==> src/rtl/gpio_bank_pkg.sv <==
package gpio_bank_pkg;
  localparam int unsigned REG_W        = 32;
  localparam int unsigned PIN_BASE     = 32'h1000;
  localparam int unsigned PIN_STRIDE   = 16;
  localparam int unsigned ROUTE_BASE   = 32'h0400;
  localparam int unsigned ROUTE_STRIDE = 4;

  localparam int unsigned CTL_OE_BIT  = 9;
  localparam int unsigned DAT_IN_BIT  = 0;
  localparam int unsigned DAT_OUT_BIT = 1;
  localparam int unsigned STAT_BIT    = 0;

  localparam int unsigned ROUTE_W   = 3;
  localparam logic [ROUTE_W-1:0] ROUTE_CPU  = 3'd4;
  localparam logic [ROUTE_W-1:0] ROUTE_NONE = 3'd7;

  // packed MSB first: raw_en is bit 3, irq_en is bit 0
  typedef struct packed {
    logic raw_en;
    logic edge_mode;
    logic pol;
    logic irq_en;
  } det_cfg_t;

  typedef enum logic [2:0] {
    SEL_NONE,
    SEL_CTL,
    SEL_DAT,
    SEL_DET,
    SEL_STAT,
    SEL_ROUTE
  } reg_sel_e;
endpackage

==> src/rtl/gpio_in_sync.sv <==
module gpio_in_sync #(
  parameter int unsigned WIDTH = 8
) (
  input  logic             clk,
  input  logic             rst_n,
  input  logic [WIDTH-1:0] async_in,
  output logic [WIDTH-1:0] sync_out
);
  logic [WIDTH-1:0] meta_q;

  always_ff @(posedge clk or negedge rst_n) begin
    if (!rst_n) begin
      meta_q   <= '0;
      sync_out <= '0;
    end else begin
      meta_q   <= async_in;
      sync_out <= meta_q;
    end
  end
endmodule

==> src/rtl/gpio_addr_dec.sv <==
module gpio_addr_dec
  import gpio_bank_pkg::*;
#(
  parameter int unsigned NUM_PINS = 8,
  parameter int unsigned ADDR_W   = 16,
  localparam int unsigned IDX_W   = (NUM_PINS > 1) ? $clog2(NUM_PINS) : 1
) (
  input  logic [ADDR_W-1:0] addr,
  output reg_sel_e          sel,
  output logic [IDX_W-1:0]  pin_idx
);
  localparam int unsigned PIN_SHIFT   = $clog2(PIN_STRIDE);
  localparam int unsigned ROUTE_SHIFT = $clog2(ROUTE_STRIDE);
  localparam logic [ADDR_W-1:0] PIN_LO     = ADDR_W'(PIN_BASE);
  localparam logic [ADDR_W-1:0] ROUTE_LO   = ADDR_W'(ROUTE_BASE);
  localparam logic [ADDR_W-1:0] PIN_SPAN   = ADDR_W'(NUM_PINS * PIN_STRIDE);
  localparam logic [ADDR_W-1:0] ROUTE_SPAN = ADDR_W'(NUM_PINS * ROUTE_STRIDE);

  logic [ADDR_W-1:0] pin_ofs;
  logic [ADDR_W-1:0] route_ofs;

  // subtracting the base folds "below base" into a large unsigned value
  always_comb begin
    pin_ofs   = addr - PIN_LO;
    route_ofs = addr - ROUTE_LO;
    sel       = SEL_NONE;
    pin_idx   = '0;
    if (pin_ofs < PIN_SPAN && pin_ofs[1:0] == 2'b00) begin
      pin_idx = pin_ofs[PIN_SHIFT +: IDX_W];
      unique case (pin_ofs[3:2])
        2'd0: sel = SEL_CTL;
        2'd1: sel = SEL_DAT;
        2'd2: sel = SEL_DET;
        default: sel = SEL_STAT;
      endcase
    end else if (route_ofs < ROUTE_SPAN && route_ofs[1:0] == 2'b00) begin
      pin_idx = route_ofs[ROUTE_SHIFT +: IDX_W];
      sel     = SEL_ROUTE;
    end
  end
endmodule

==> src/rtl/gpio_pin_unit.sv <==
module gpio_pin_unit
  import gpio_bank_pkg::*;
(
  input  logic               clk,
  input  logic               rst_n,
  input  logic               wr_ctl,
  input  logic               wr_dat,
  input  logic               wr_det,
  input  logic               wr_stat,
  input  logic               wr_route,
  input  logic               oe_d,
  input  logic               out_d,
  input  det_cfg_t           det_d,
  input  logic               clr_d,
  input  logic [ROUTE_W-1:0] route_d,
  input  logic               pin_s,
  output logic               oe_q,
  output logic               out_q,
  output det_cfg_t           det_q,
  output logic [ROUTE_W-1:0] route_q,
  output logic               stat_q,
  output logic               irq_req,
  output logic               routed
);
  logic prev_q;
  logic edge_hit;
  logic trig;

  always_comb begin
    edge_hit = det_q.pol ? (pin_s & ~prev_q) : (~pin_s & prev_q);
    trig     = det_q.edge_mode ? edge_hit : (pin_s == det_q.pol);
    irq_req  = det_q.irq_en & (stat_q | trig);
    routed   = (route_q == ROUTE_CPU);
  end

  always_ff @(posedge clk or negedge rst_n) begin
    if (!rst_n) begin
      oe_q    <= 1'b0;
      out_q   <= 1'b0;
      det_q   <= '0;
      route_q <= ROUTE_NONE;
      stat_q  <= 1'b0;
      prev_q  <= 1'b0;
    end else begin
      prev_q <= pin_s;
      if (wr_ctl)   oe_q    <= oe_d;
      if (wr_dat)   out_q   <= out_d;
      if (wr_det)   det_q   <= det_d;
      if (wr_route) route_q <= route_d;
      // a trigger outranks a clear at the same edge
      if (trig && det_q.raw_en)    stat_q <= 1'b1;
      else if (wr_stat && clr_d)   stat_q <= 1'b0;
    end
  end
endmodule

==> src/rtl/gpio_irq_bank.sv <==
module gpio_irq_bank
  import gpio_bank_pkg::*;
#(
  parameter int unsigned NUM_PINS = 8,
  parameter int unsigned ADDR_W   = 16
) (
  input  logic                clk,
  input  logic                rst_n,
  input  logic                bus_en,
  input  logic                bus_we,
  input  logic [ADDR_W-1:0]   bus_addr,
  input  logic [REG_W-1:0]    bus_wdata,
  output logic [REG_W-1:0]    bus_rdata,
  input  logic [NUM_PINS-1:0] pin_in,
  output logic [NUM_PINS-1:0] pin_out,
  output logic [NUM_PINS-1:0] pin_oe,
  output logic                irq_summary
);
  localparam int unsigned IDX_W = (NUM_PINS > 1) ? $clog2(NUM_PINS) : 1;

  reg_sel_e             sel;
  logic [IDX_W-1:0]     pin_idx;
  logic [NUM_PINS-1:0]  in_s;
  logic [NUM_PINS-1:0]  oe_v, out_v, stat_v, req_v, routed_v;
  logic [NUM_PINS-1:0]  raw_en_v, irq_en_v;
  det_cfg_t             det_a   [NUM_PINS];
  logic [ROUTE_W-1:0]   route_a [NUM_PINS];
  logic                 wr_any;
  logic                 unused_wdata_bits;

  assign wr_any            = bus_en & bus_we;
  assign unused_wdata_bits = ^{bus_wdata[REG_W-1:CTL_OE_BIT+1], bus_wdata[CTL_OE_BIT-1:4]};

  gpio_in_sync #(.WIDTH(NUM_PINS)) u_sync (
    .clk      (clk),
    .rst_n    (rst_n),
    .async_in (pin_in),
    .sync_out (in_s)
  );

  gpio_addr_dec #(.NUM_PINS(NUM_PINS), .ADDR_W(ADDR_W)) u_dec (
    .addr    (bus_addr),
    .sel     (sel),
    .pin_idx (pin_idx)
  );

  for (genvar i = 0; i < NUM_PINS; i++) begin : g_pin
    logic hit;
    assign hit = wr_any && (pin_idx == IDX_W'(i));

    gpio_pin_unit u_unit (
      .clk      (clk),
      .rst_n    (rst_n),
      .wr_ctl   (hit && sel == SEL_CTL),
      .wr_dat   (hit && sel == SEL_DAT),
      .wr_det   (hit && sel == SEL_DET),
      .wr_stat  (hit && sel == SEL_STAT),
      .wr_route (hit && sel == SEL_ROUTE),
      .oe_d     (bus_wdata[CTL_OE_BIT]),
      .out_d    (bus_wdata[DAT_OUT_BIT]),
      .det_d    (det_cfg_t'(bus_wdata[3:0])),
      .clr_d    (bus_wdata[STAT_BIT]),
      .route_d  (bus_wdata[ROUTE_W-1:0]),
      .pin_s    (in_s[i]),
      .oe_q     (oe_v[i]),
      .out_q    (out_v[i]),
      .det_q    (det_a[i]),
      .route_q  (route_a[i]),
      .stat_q   (stat_v[i]),
      .irq_req  (req_v[i]),
      .routed   (routed_v[i])
    );

    assign raw_en_v[i] = det_a[i].raw_en;
    assign irq_en_v[i] = det_a[i].irq_en;
  end

  assign pin_oe  = oe_v;
  assign pin_out = oe_v & out_v;

  always_comb begin
    bus_rdata = '0;
    if (bus_en && !bus_we) begin
      unique case (sel)
        SEL_CTL:   bus_rdata[CTL_OE_BIT] = oe_v[pin_idx];
        SEL_DAT: begin
          bus_rdata[DAT_IN_BIT]  = in_s[pin_idx];
          bus_rdata[DAT_OUT_BIT] = out_v[pin_idx];
        end
        SEL_DET:   bus_rdata[3:0] = det_a[pin_idx];
        SEL_STAT:  bus_rdata[STAT_BIT] = stat_v[pin_idx];
        SEL_ROUTE: bus_rdata[ROUTE_W-1:0] = route_a[pin_idx];
        default:   bus_rdata = '0;
      endcase
    end
  end

  always_ff @(posedge clk or negedge rst_n) begin
    if (!rst_n) irq_summary <= 1'b0;
    else        irq_summary <= |(req_v & routed_v);
  end
endmodule

==> config.mk <==
export PLATFORM = sky130hd
export DESIGN_NAME = gpio_irq_bank
export DESIGN_NICKNAME = d
export VERILOG_FILES = /design/src/rtl/gpio_bank_pkg.sv /design/src/rtl/gpio_in_sync.sv /design/src/rtl/gpio_addr_dec.sv /design/src/rtl/gpio_pin_unit.sv /design/src/rtl/gpio_irq_bank.sv
export SDC_FILE = /design/constraint.sdc
export NUM_CORES = 1
export LEC_CHECK = 0
export BUFFER_PORTS_ARGS = -buffer_cell sky130_fd_sc_hd__buf_2
export CAP_MARGIN = 10
export CORE_ASPECT_RATIO = 0.6
export CORE_MARGIN = 4
export CORE_UTILIZATION = 25
export CTS_CLUSTER_SIZE = 30
export DETAILED_ROUTE_END_ITERATION = 16
export MAX_ROUTING_LAYER = met4
export PLACE_DENSITY = 0.46
export SLEW_MARGIN = 10
export SYNTH_ARGS = -nofsm -noshare
export SYNTH_HDL_FRONTEND = slang
export SYNTH_SLANG_ARGS = --single-unit
==> constraint.sdc <==
create_clock -name clk -period 2.4 [get_ports clk]
set_input_delay 0.24 -clock clk [delete_from_list [all_inputs] [get_ports clk]]
set_output_delay 0.24 -clock clk [all_outputs]
set_load 0.02 [all_outputs]
Word-level counts from Yosys, hierarchy flattened
Cells that the tools add are included.
- register bits after elaboration: 105
- input port bits: 60
- output and inout port bits: 49
- logic and storage cells: 301
- add/sub/neg operators: 2
- magnitude comparators: 4
- equal/unequal tests: 30
- mux-type cells: 57
- bitwise operators: 52
- reduce and logical (&&, ||, !) cells: 81
- operators by type and width (operator ; number):
    logical AND 1 bit ; 67
    equality test 3 bit (second input constant) ; 14
    two-way mux 1 bit ; 38
    bitwise AND 1 bit ; 25
    two-way mux 3 bit ; 6
    bitwise AND 8 bit ; 2
    < comparator 16 x 6 -> 1 bit (second input constant) ; 1
    < comparator 16 x 8 -> 1 bit (second input constant) ; 1
    inverter 1 bit ; 16
    nonzero test 2 bit ; 8
    subtractor 16 x 11 -> 16 bit (second input constant) ; 1
    subtractor 16 x 13 -> 16 bit (second input constant) ; 1
    binary-select mux 1 bit (select 3 bit) ; 4
    binary-select mux 4 bit (select 3 bit) ; 1
    equality test 3 x 2 -> 1 bit (second input constant) ; 4
    two-way mux 10 bit ; 1
    binary-select mux 3 bit (select 3 bit) ; 1
    case mux 3 bit (3 select lines) ; 1
    equality test 1 bit ; 8
    two-way mux 4 bit ; 2
    bitwise OR 1 bit ; 8
    OR reduction 8 bit ; 1
    equality test 3 x 1 -> 1 bit (second input constant) ; 2
    zero test 2 bit ; 3
    10 further kinds ; 10

Longest topological paths before layout
Gate-level depths: netlist (run 1).
- depth in word-level cells: 11
- gate-level depth with buffers: 10
- gate-level depth less buffers: 8

By module
A second synthesis (run 1) with hierarchy kept.
- cell total of the unflattened synthesis: 476
- area total of the unflattened synthesis: 5526.6 sq um
- modules (own cells, without submodules) (module ; instances ; cells an instance ; area each (sq um) ; seq. area each (sq um)):
    gpio_pin_unit ; 8 ; 32 ; 446.7 ; 279.0
    gpio_irq_bank ; 1 ; 178 ; 1357.6 ; 25.0
    gpio_in_sync ; 1 ; 16 ; 400.4 ; 400.4
    gpio_addr_dec ; 1 ; 26 ; 195.2 ; 0.0

Worst setup path before layout (run 1)
OpenSTA, ideal clock, no wires.
- path type: input -> output
- start: input bus_addr[7]
- end: output bus_rdata[0]
- data arrival time: 2248 ps
- data required time: 2160 ps
- path slack: -88 ps
- stages on the path: 8
- buffers on the path: 1
- path through: nor4_4 nand3_2 buf_6 nor2_2 mux2_2 o2111a_1 a311o_1 o41a_1
- cells in the longest elaborated chain, start to end: 11
- elaborated cells on any way between the ends: 27
- classes of those cells: add/sub (2); order compare (2); eq/ne (4); mux (16); bitwise (1); reduce/logical (2)
- ends and longest elaborated chain (what ; RTL line ; RTL):
    start: declaration ; gpio_irq_bank.sv:11 ; input logic [ADDR_W-1:0] bus_addr,
    subtractor 16 x 11 -> 16 bit ; gpio_addr_dec.sv:25 ; route_ofs = addr - ROUTE_LO;
    < comparator 16 x 6 -> 1 bit ; gpio_addr_dec.sv:36 ; end else if (route_ofs < ROUTE_SPAN && route_ofs[1:0] == 2'b00) begin
    logical AND 1 bit ; gpio_addr_dec.sv:36 ;
    two-way mux 3 bit ; gpio_addr_dec.sv:36 ;
    two-way mux 3 bit ; gpio_addr_dec.sv:28 ; if (pin_ofs < PIN_SPAN && pin_ofs[1:0] == 2'b00) begin
    inverter 3 -> 4 bit (implied by the code) ; gpio_irq_bank.sv:90, gpio_irq_bank.sv:92 ;
    binary-select mux 3 bit (select 3 bit) or binary-select mux 4 bit (select 3 bit) (tied branches) ; gpio_irq_bank.sv:92, gpio_irq_bank.sv:90 ;
    two-way mux 3 bit (implied by the code) or two-way mux 4 bit (tied branches) (2 in a row) ; gpio_irq_bank.sv:92, gpio_irq_bank.sv:90 ;
    case mux 1 bit (4 select lines) (*) ; gpio_irq_bank.sv:84 ; unique case (sel)
    two-way mux 10 bit (*) ; gpio_irq_bank.sv:83 ; if (bus_en && !bus_we) begin
    end: declaration ; gpio_irq_bank.sv:13 ; output logic [REG_W-1:0] bus_rdata,
Every way passes the cells marked *; elsewhere a longest branch is shown, timed or not. The select of a mux whose other input is x is not followed.

Worst setup path in the final report (run 1)
- start: input bus_addr[7]
- end: output bus_rdata[1]
- cells in the longest elaborated chain, start to end: 11
- elaborated cells on any way between the ends: 24
- classes of those cells: add/sub (2); order compare (2); eq/ne (3); mux (14); bitwise (1); reduce/logical (2)
- ends and longest elaborated chain (what ; RTL line):
    subtractor 16 x 11 -> 16 bit ; gpio_addr_dec.sv:25
    < comparator 16 x 6 -> 1 bit ; gpio_addr_dec.sv:36
    logical AND 1 bit ; gpio_addr_dec.sv:36
    two-way mux 3 bit ; gpio_addr_dec.sv:36
    two-way mux 3 bit ; gpio_addr_dec.sv:28
    inverter 3 -> 4 bit (implied by the code) ; gpio_irq_bank.sv:90, gpio_irq_bank.sv:92
    binary-select mux 3 bit (select 3 bit) or binary-select mux 4 bit (select 3 bit) (tied branches) ; gpio_irq_bank.sv:92, gpio_irq_bank.sv:90
    two-way mux 3 bit (implied by the code) or two-way mux 4 bit (tied branches) (2 in a row) ; gpio_irq_bank.sv:92, gpio_irq_bank.sv:90
    case mux 1 bit (3 select lines) (*) ; gpio_irq_bank.sv:84
    two-way mux 10 bit (*) ; gpio_irq_bank.sv:83
Marks and branches as above.

==> flow_metrics.tcl, run 1 <==
set metrics [dict create \
    finalSetupViolations 5 \
    fmax_ghz 0.371 \
    ys.flop_type "dfrtp_1" \
    fillers 2224 \
    clock_skew_ns 0.00814 \
    synthCells 510 \
    leakage_uw 0.00340 \
    critPathLaunchType "input port" \
    viasPerCell 4.83 \
    worst_slack_ns -0.293 \
    gp_congestion 0.962 \
    max-cap-violations 0 \
    yosysUniqueCellTypes 63 \
    cp_slowest_cell "nor4_4" \
    cpPeakStageDelay_ns 0.37 \
    grt_pass1_vias 4826 \
    crit_path_end_kind "primary output" \
    fp.dieW_um 202 \
    avgSynthCellArea_um2 11.0 \
    timing.rr.start "g_pin[2].u_unit.det_q[1]" \
    synthArstFlopShare_pct 100 \
    seq_area_mm2 0.00266 \
    antenna_found_initial 0 \
    ioPinCount 109 \
    num_vias 4720 \
    synth-seq-area-share_pct 47.2 \
    crit_path_start "bus_addr[7]" \
    port_buffers 54 \
    ys_ff_latch 105 \
    slew_violations 0 \
    multiInputGateArea_mm2 0.00302 \
    crit_end "bus_rdata[1]" \
    r2r_end "irq_summary" \
    cp_num_buf_inv 4 \
    violations "negative setup slack" \
    path_clk_slew_ns 0.08 \
    antenna_left 0 \
    htreeDepth 3 \
    finalWirelength_um 20400 \
    rr_worst_depth 5 \
    groute.usage.overall_pct 16.7 \
    core_region_area_mm2 0.0221 \
    grt_pass1_wl_um 30800 \
    synth_warnings 0 \
    holdPathStages 2 \
    cp_max_fo 11 \
    post-route-min-period_ns 2.69 \
    maxSlewHeadroom_pct 55.1 \
    status "finished, violations left" \
    worst_slew_pin_slew_ns 0.673 \
    root_buffer "clkbuf_16" \
    critPathKind "input port to primary output" \
    mostFrequentLayoutCells "94 x buf_4, 81 x dfrtp_1, 72 x mux2_2" \
    power_density_mw_per_mm2 470 \
    cts_tree "done" \
    hold_viol_final 0 \
    die_y_um 124 \
    grt_max_degree 46 \
    synth_edf_count 0 \
    start_util_pct 25.5 \
    design_area_mm2 0.00764 \
    final_layout_size_suffix_gt1_share_pct 50.4 \
    max-clock-path-buffers 2 \
    nNetsFinal 726 \
    critPathTopFamily "simple AND/OR/NAND/NOR gates" \
    dp_hpwl_um 15800 \
    whs_ns 0.264 \
    drc 0 \
    die_area_mm2 0.0251 \
    syn_area_mm2 0.00564 \
    critPathMostFrequentCell "buf_4" \
    cts_sinks 105 \
    vdd_drop_max_v 0.000295 \
    final_common_cell "buf_4" \
    wl_per_cell_um 20.9 \
    worst-path-stages 11 \
    cts-buffers-inserted 9 \
    layout_worst_path_cycle_share_pct 112 \
    rsz0062_at_grt "yes" \
    drtIter0Drc 424 \
    num_rows 42 \
    insertion_delay_ns 0.37 \
    hold_path_class "input port to register" \
    drt-pass1-iter-count 4 \
    post_dp_cell_area_mm2 0.00675 \
    area_growth_pct 35.6 \
    r2r_setup_slack_ns 0.59 \
    cp_cell_sequence "buf_6, nor4_4, and3_4, buf_8, nand3_1, buf_4, o22ai_1, nor2_1, a21oi_2, o32ai_2, buf_4" \
    required_ns 2.16 \
    grt-ovfl-total 0 \
    arrival_ns 2.45 \
]
==> through the flow <==
step	setup TNS (ns)	utilization [%]	power (uW)	setup WS [ns]	instances
after global placement	-13.76	30.5	2110	-0.541	935
after CTS	-0.875	34.1	3630	-0.252	975
after global routing	-1.38	34.5	3740	-0.325	976
final	-1.06	34.5	3590	-0.293	977
after floorplan	-0.0178	-	1980	-0.0178	536
after detailed placement	-14.08	30.5	2110	-0.514	935
==> cell type report <==
class                      count  area share (%)
sequential                   105            34.8
inverter                       2          0.0982
clock buffer                  10            3.13
timing repair buffer         168            16.8
clock inverter                 6           0.639
tap                          308            5.04
antenna                        1          0.0327
multi-input combinational    377            39.5
==> cell families after synthesis <==
family | after synthesis | share of synthesized area (%)
other | 1 | 0.0665
multiplexers | 82 | 16.2
buffers and inverters | 54 | 6.53
flip-flops | 105 | 47.2
AO/OA/AOI/OAI | 92 | 11.8
AND/OR/NAND/NOR | 157 | 15.1
XOR/XNOR | 16 | 2.49
adder cells (fa/ha/maj) | 3 | 0.666
==> cell usage after synthesis, types with 3 or more instances <==
master	instances	area share (%)
dfrtp_1	81	36
mux2_2	73	15
nand2_1	63	4.2
buf_4	38	5.1
nor2_1	26	1.7
dfstp_2	24	11
a21oi_1	20	1.8
nand3_1	11	0.98
and2_1	10	1.1
o2111ai_1	10	1.6
a22o_1	9	1.4
a31oi_1	9	1.0
mux2i_1	9	1.6
o21ai_0	9	0.80
nor3_1	8	0.71
xnor2_1	8	1.2
xor2_1	8	1.2
o221ai_1	7	1.1
buf_2	6	0.53
clkbuf_1	6	0.40
and3_1	5	0.56
nor2_4	4	0.80
o22ai_1	4	0.44
a221oi_1	3	0.47
ha_1	3	0.67
nand2b_1	3	0.33
nand4_1	3	0.33
or3_1	3	0.33
==> sequential cells by signal, summed over array words and instances, names as in the netlist <==
signal                count
g_pin.u_unit.prev_q       8
g_pin.u_unit.out_q        8
irq_summary               1
g_pin.u_unit.route_q     24
g_pin.u_unit.det_q       32
u_sync.sync_out           8
g_pin.u_unit.oe_q         8
u_sync.meta_q             8
g_pin.u_unit.stat_q       8
==> power by group <==
group / internal [uW] / leakage, uW / switching (uW)
sequential: 1790 / 0.00132 / 15.5
combinational: 109 / 0.00194 / 200
clock: 744 / 0.000137 / 731
total: 2640 / 0.00340 / 947
==> per-layer routing <==
layer  track usage (%)  vias to the layer above  routed length, um  part of all wire [%]
met3              5.26                       13               1900                   9.3
li1                  -                     2108                  -                     -
met1              25.4                     2416              10200                    50
met4              2.77                        0                158                  0.77
met2              21.8                      183               8230                    40
met5                 -                        -                  0                     0
==> worst min path at each step <==
stage | from | endpoint | slack (ns)
finish | bus_wdata[9] | g_pin[4].u_unit.oe_q | 0.26
CTS | bus_wdata[9] | g_pin[4].u_unit.oe_q | 0.27
detailed placement | rst_n | g_pin[2].u_unit.out_q | 0.30
global placement | rst_n | g_pin[2].u_unit.out_q | 0.28
floorplan | rst_n | g_pin[0].u_unit.det_q[0] | -0.06
global route | bus_wdata[9] | g_pin[6].u_unit.oe_q | 0.29
==> timing repair <==
item,CTS,global route
resized for setup,75,14
pin swaps,24,5
setup buffers,15,1
hold endpoints to repair,39,0
setup endpoints to repair,5,11
hold buffers,9,0
(Power assumes the default switching activity.)
==> run 2, diff against run 1 <==
--- a/config.mk
+++ b/config.mk
@@ -14,6 +14,7 @@
 export DETAILED_ROUTE_END_ITERATION = 16
 export MAX_ROUTING_LAYER = met4
 export PLACE_DENSITY = 0.46
+export RECOVER_POWER = 100
 export SLEW_MARGIN = 10
 export SYNTH_ARGS = -nofsm -noshare
 export SYNTH_HDL_FRONTEND = slang
==> flow_metrics.tcl, run 2 (same netlist as run 1, synthesis figures left out) <==
set metrics [dict create \
    insertion_delay_ns 0.36 \
    hp-start "bus_wdata[9]" \
    viasPerCell 4.84 \
    rsz0062_at_grt "yes" \
    crit_path_end_kind "primary output" \
    final_common_cell "buf_4" \
    dp_hpwl_um 15800 \
    cts_sinks 105 \
    die_area_mm2 0.0251 \
    cts_tree "done" \
    start_util_pct 25.5 \
    required_ns 2.16 \
    comb_power_share_pct 8.4 \
    finalWirelength_um 20500 \
    p_int_uw 2640 \
    cts-buffers-inserted 9 \
    port_buffers 54 \
    timing.rr.start "g_pin[2].u_unit.det_q[1]" \
    maxSlewHeadroom_pct 17.9 \
    hold_path_class "input port to register" \
    crit_path_start "bus_addr[12]" \
    worst_slack_ns -0.276 \
    arrival_ns 2.44 \
    post-route-util_pct 34.2 \
    grt_max_degree 46 \
    min_to "g_pin[4].u_unit.oe_q" \
    power_density_mw_per_mm2 473 \
    critPathTopFamily "compound AO/OA/AOI/OAI gates" \
    largest_reg_flops 32 \
    whs_ns 0.263 \
    grt_pass1_wl_um 30800 \
    drc 0 \
    fp.dieW_um 202 \
    seq_power_share_pct 50.5 \
    finalSetupViolations 5 \
    p_sw_share_pct 26.2 \
    max-cap-violations 0 \
    r2r_setup_slack_ns 0.59 \
    die_y_um 124 \
    gp_congestion 0.962 \
    max-clock-path-buffers 2 \
    wl_per_cell_um 20.9 \
    pwr-share-clk_pct 41.1 \
    total_power_uw 3580 \
    nNetsFinal 726 \
    antenna_found_initial 0 \
    rr_worst_depth 5 \
    cp_max_fo 7 \
    r2r_end "irq_summary" \
    critPathLaunchType "input port" \
    violations "negative setup slack" \
    mostFrequentLayoutCells "84 x buf_4, 81 x dfrtp_1, 72 x mux2_2" \
    path_clk_slew_ns 0.08 \
    final_layout_size_suffix_gt1_share_pct 46.6 \
    critPathMostFrequentCell "buf_6" \
    num_vias 4725 \
    clock_skew_ns 0.00793 \
    layout_worst_path_cycle_share_pct 111 \
    cpPeakStageDelay_ns 0.37 \
    holdPathStages 2 \
    p_switching_uw 938 \
    drtIter0Drc 397 \
    fmax_ghz 0.374 \
    cp_cell_sequence "buf_6, buf_6, and3b_2, buf_6, a21oi_4, mux2i_2, o2111ai_2, a311o_1, o41a_1, buf_6" \
    slew_violations 0 \
    post-route-min-period_ns 2.68 \
    dp_cells 935 \
    htreeDepth 3 \
    area_growth_pct 34.2 \
    groute.usage.overall_pct 16.7 \
    status "finished, violations left" \
    drt-pass1-iter-count 6 \
    cp_num_buf_inv 4 \
    root_buffer "clkbuf_16" \
    cp_slowest_cell "o41a_1" \
    critPathKind "input port to primary output" \
    worst_slew_pin_slew_ns 1.23 \
    ioPinCount 109 \
    grt-ovfl-total 0 \
    grt_pass1_vias 4826 \
    core_region_area_mm2 0.0221 \
    antenna_left 0 \
    leakage_uw 0.00329 \
    hold_viol_final 0 \
    top_register "g_pin.u_unit.det_q" \
    top_regs "g_pin.u_unit.det_q (32), g_pin.u_unit.route_q (24)" \
    vdd_drop_max_v 0.000291 \
    fin_cells 977 \
    num_rows 42 \
]
## run 2: cell count changes in the layout (fill, tap and decap cells not counted), sizes merged
| cell | delta |
|---|---|
| clkbuf | +28 |
| buf | -28 |
## run 2: final cells by class
type | instances | area, um^2
clock inverters | 6 | 48.8
repair buffers | 168 | 1210
inverters | 2 | 7.51
clock buffers | 10 | 239
flip-flops and latches | 105 | 2660
fillers | 2240 | 14600
well taps | 308 | 385
multi-input cells | 377 | 3010
diodes | 1 | 2.50
## run 2: how the worst max path moves through the flow
stage	end	slack [ns]	depth (start not counted)
floorplan	bus_rdata[0]	-0.02	8
CTS	bus_rdata[0]	-0.25	10
detailed placement	bus_rdata[2]	-0.51	11
finish	bus_rdata[0]	-0.28	10
global placement	bus_rdata[2]	-0.54	11
global route	bus_rdata[0]	-0.32	10
## run 2: worst register-to-register path: cells and delay by family, from the launching register on
family | cells | cell delay, ns
compound gates | 2 | 0.60
flops | 1 | 0.44
simple gates | 2 | 0.48
xor+xnor | 1 | 0.18
## run 2: layer usage
metal / wire [um] / global-route usage (%) / part of all wire, % / up-vias
li1: - / - / - / 2107
met1: 10200 / 25.4 / 50 / 2418
met2: 8200 / 21.8 / 40 / 187
met3: 1900 / 5.26 / 9.3 / 13
met4: 158 / 2.77 / 0.77 / 0
met5: 0 / - / 0 / -
## run 2: what timing repair did
item,4_1_cts,5_1_grt
pin swaps,24,5
hold buffers,9,0
endpoints found under the hold margin,39,0
setup endpoints to repair,5,11
resized for setup,75,14
buffers inserted,15,1
## run 2: through the flow
step / instance area (um^2) / setup TNS (ns) / worst slack [ns]
final: 7560 / -1.01 / -0.276
after global routing: 7560 / -1.83 / -0.325
after CTS: 7550 / -0.875 / -0.252
after detailed placement: 6750 / -14.08 / -0.514
after global placement: 6750 / -13.76 / -0.541
after floorplan: 5750 / -0.0178 / -0.0178
## run 2: power groups by stage
stage               Sequential, uW  Combinational, uW  Clock [uW]
floorplan                     1830                147           0
detailed placement            1840                270           0
global route                  1810                329        1600
global placement              1840                267           0
CTS                           1810                305        1520
finish                        1810                302        1470
==> run 3, diff against run 2 <==
--- a/config.mk
+++ b/config.mk
@@ -8,7 +8,6 @@
 export BUFFER_PORTS_ARGS = -buffer_cell sky130_fd_sc_hd__buf_2
 export CAP_MARGIN = 10
 export CORE_ASPECT_RATIO = 0.6
-export CORE_MARGIN = 4
 export CORE_UTILIZATION = 25
 export CTS_CLUSTER_SIZE = 30
 export DETAILED_ROUTE_END_ITERATION = 16
@@ -18,4 +17,5 @@
 export SLEW_MARGIN = 10
 export SYNTH_ARGS = -nofsm -noshare
 export SYNTH_HDL_FRONTEND = slang
+export SYNTH_HIERARCHICAL = 1
 export SYNTH_SLANG_ARGS = --single-unit
==> flow_metrics.tcl, run 3 <==
set metrics [dict create \
    vdd_drop_max_v 0.000339 \
    antenna_found_initial 0 \
    worst_slew_pin_slew_ns 1.19 \
    required_ns 2.16 \
    die_area_mm2 0.0227 \
    viasPerCell 4.61 \
    max-cap-violations 0 \
    top_register "g_pin.u_unit/det_q" \
    htreeDepth 3 \
    fp.dieW_um 194 \
    power_density_mw_per_mm2 474 \
    worst_slack_ns -0.275 \
    ys_top_cells_by_area "dfrtp_1 37%, mux2_1 14%, dfstp_2 11%, mux4_2 6.1%, buf_4 3.9%" \
    whs_ns 0.00452 \
    synth-seq-area-share_pct 48.1 \
    layout_worst_path_cycle_share_pct 111 \
    synth_most_common_cell "dfrtp_1" \
    slew_violations 0 \
    critPathLaunchType "input port" \
    max-clock-path-buffers 2 \
    clock_skew_ns 0.00492 \
    status "finished, violations left" \
    grt_pass1_vias 4101 \
    grt-ovfl-total 0 \
    drt-pass1-iter-count 5 \
    path_clk_slew_ns 0.06 \
    p_sw_share_pct 23.5 \
    ys_ff_latch 105 \
    drc 0 \
    p_switching_uw 795 \
    num_vias 4136 \
    wl_per_cell_um 18.0 \
    hold_path_class "input port to register" \
    cts-buffers-inserted 9 \
    nNetsFinal 674 \
    synth_common_cells "81 x dfrtp_1, 67 x mux2_1, 57 x nor2_1" \
    hold_viol_final 0 \
    avgSynthCellArea_um2 11.6 \
    largest_reg_flops 32 \
    root_buffer "clkbuf_16" \
    finalSetupViolations 5 \
    finalWirelength_um 16100 \
    post_dp_cell_area_mm2 0.00654 \
    grt_max_degree 46 \
    synthArstFlopShare_pct 100 \
    final_common_cell "dfrtp_1" \
    dp_hpwl_um 12200 \
    fillers 2156 \
    arrival_ns 2.44 \
    die_y_um 117 \
    seq_power_share_pct 53.3 \
    synth_edf_count 0 \
    rsz0062_at_grt "yes" \
    cts_sinks 105 \
    synth_top_area_cell "dfrtp_1" \
    mostFrequentLayoutCells "81 x dfrtp_1, 64 x mux2_1, 64 x buf_4" \
    synth_warnings 6 \
    ioPinCount 109 \
    syn_area_mm2 0.00553 \
    grt_pass1_wl_um 24400 \
    yosys.area.top_type_share_pct 36.7 \
    top_regs "g_pin.u_unit/det_q (32), g_pin.u_unit/route_q (24)" \
    num_rows 41 \
    fmax_ghz 0.374 \
    synthCells 476 \
    design_area_mm2 0.00715 \
    cts_tree "done" \
    antenna_left 0 \
    critPathKind "input port to primary output" \
    maxSlewHeadroom_pct 20.9 \
    port_buffers 54 \
    leakage_uw 0.00323 \
    fin_cells 897 \
    post-route-min-period_ns 2.68 \
    gp_congestion 0.851 \
    p_int_uw 2600 \
    crit_path_end_kind "primary output" \
    dp_cells 864 \
    area_growth_pct 29.3 \
    start_util_pct 25.9 \
    final_layout_size_suffix_gt1_share_pct 34.6 \
    violations "negative setup slack" \
    pwr-share-clk_pct 39.9 \
    comb_power_share_pct 6.7 \
    ys.flop_type "dfrtp_1" \
    core_region_area_mm2 0.0213 \
    drtIter0Drc 246 \
    cp_max_fo 8 \
    groute.usage.overall_pct 15.0 \
    insertion_delay_ns 0.35 \
    yosysUniqueCellTypes 46 \
]
run 3: cell types whose count changed after synthesis, sizes merged, moves of 10 or more:
cell,change
nor2,+25
nand2,-22
a21oi,-20
inv,+20
a21boi,+16
a22oi,+15
mux4,+15
nand3,-12
nor3b,+10
run 3: what timing repair did:
item | CTS | global route
hold buffers | 8 | 0
hold endpoints to repair | 37 | 0
setup endpoints to repair | 5 | 11
pin swaps | 9 | 15
setup buffers | 6 | 3
gates resized for setup | 23 | 27
run 3: per-stage QoR:
| step | setup WS [ns] | total power [uW] | setup TNS (ns) | utilization [%] |
|---|---|---|---|---|
| after CTS | -0.325 | 3440 | -0.931 | 33.0 |
| after detailed placement | -0.395 | 2050 | -2.38 | 30.7 |
| final | -0.275 | 3390 | -0.795 | 33.5 |
| after global placement | -0.331 | 2040 | -2.29 | 30.7 |
| after floorplan | -0.0117 | 1950 | -0.0117 | - |
| after global routing | -0.338 | 3540 | -1.09 | 33.5 |
run 3: area by class of cell:
| type | count | area [um^2] | share of cell area (%) |
|---|---|---|---|
| Antenna cell | 2 | 5.00 | 0.0700 |
| Clock buffer | 13 | 250 | 3.50 |
| Clock inverter | 3 | 16.3 | 0.228 |
| Inverter | 22 | 82.6 | 1.16 |
| Multi-Input combinational cell | 337 | 2820 | 39.5 |
| Sequential cell | 105 | 2660 | 37.2 |
| Tap cell | 279 | 349 | 4.89 |
| Timing Repair Buffer | 136 | 966 | 13.5 |
run 3: path summary, 6_finish.rpt:
check                                   startpoint                          to  slack [ns]  cells after the start
worst max-delay path                   bus_addr[6]                bus_rdata[0]       -0.28                     11
worst min-delay path                     pin_in[4]            u_sync/meta_q[4]       0.005                      1
worst max register to register  u_sync/sync_out[4]                 irq_summary        0.52                      5
worst min register to register    u_sync/meta_q[6]          u_sync/sync_out[6]        0.35                      0
max in group asynchronous                    rst_n  g_pin[3].u_unit/route_q[2]        0.48                      3
min in group asynchronous                    rst_n            u_sync/meta_q[4]        0.67                      2
run 3: power by group through the flow:
| stage | clock [uW] | combinational (uW) | sequential (uW) |
|---|---|---|---|
| after floorplan | 0 | 113 | 1830 |
| after global placement | 0 | 202 | 1840 |
| after detailed placement | 0 | 206 | 1840 |
| after CTS | 1400 | 226 | 1810 |
| after global routing | 1480 | 250 | 1810 |
| final | 1350 | 228 | 1810 |
run 3: cell families (layout without fill, tap and decap cells):
family	after synthesis	after routing	share of synthesized area [%]
and+or+nand+nor	149	149	13.4
DFF	105	105	48.1
muxes	97	97	22.5
AOI/OAI and AO/OA	61	61	9.12
buffers and inverters	60	174	6.16
adders and majority gates	3	3	0.679
other	1	29	0.0679
run 3: worst max-delay path, cell delays in order:
cell	delay [ns]
buf_6	0.10
nor4b_4	0.28
buf_4	0.16
a32oi_2	0.11
nor2_4	0.14
buf_12	0.15
mux4_2	0.54
mux2_2	0.28
nand2_1	0.10
o311ai_2	0.13
buf_4	0.19
run 3: layer usage:
| metal | vias up | share of wire, % | track usage, % |
|---|---|---|---|
| met3 | 12 | 4.4 | 3.81 |
| met2 | 81 | 41 | 20.3 |
| li1 | 1897 | - | - |
| met4 | 0 | 0.75 | 2.86 |
| met5 | - | 0 | - |
| met1 | 2146 | 54 | 22.3 |
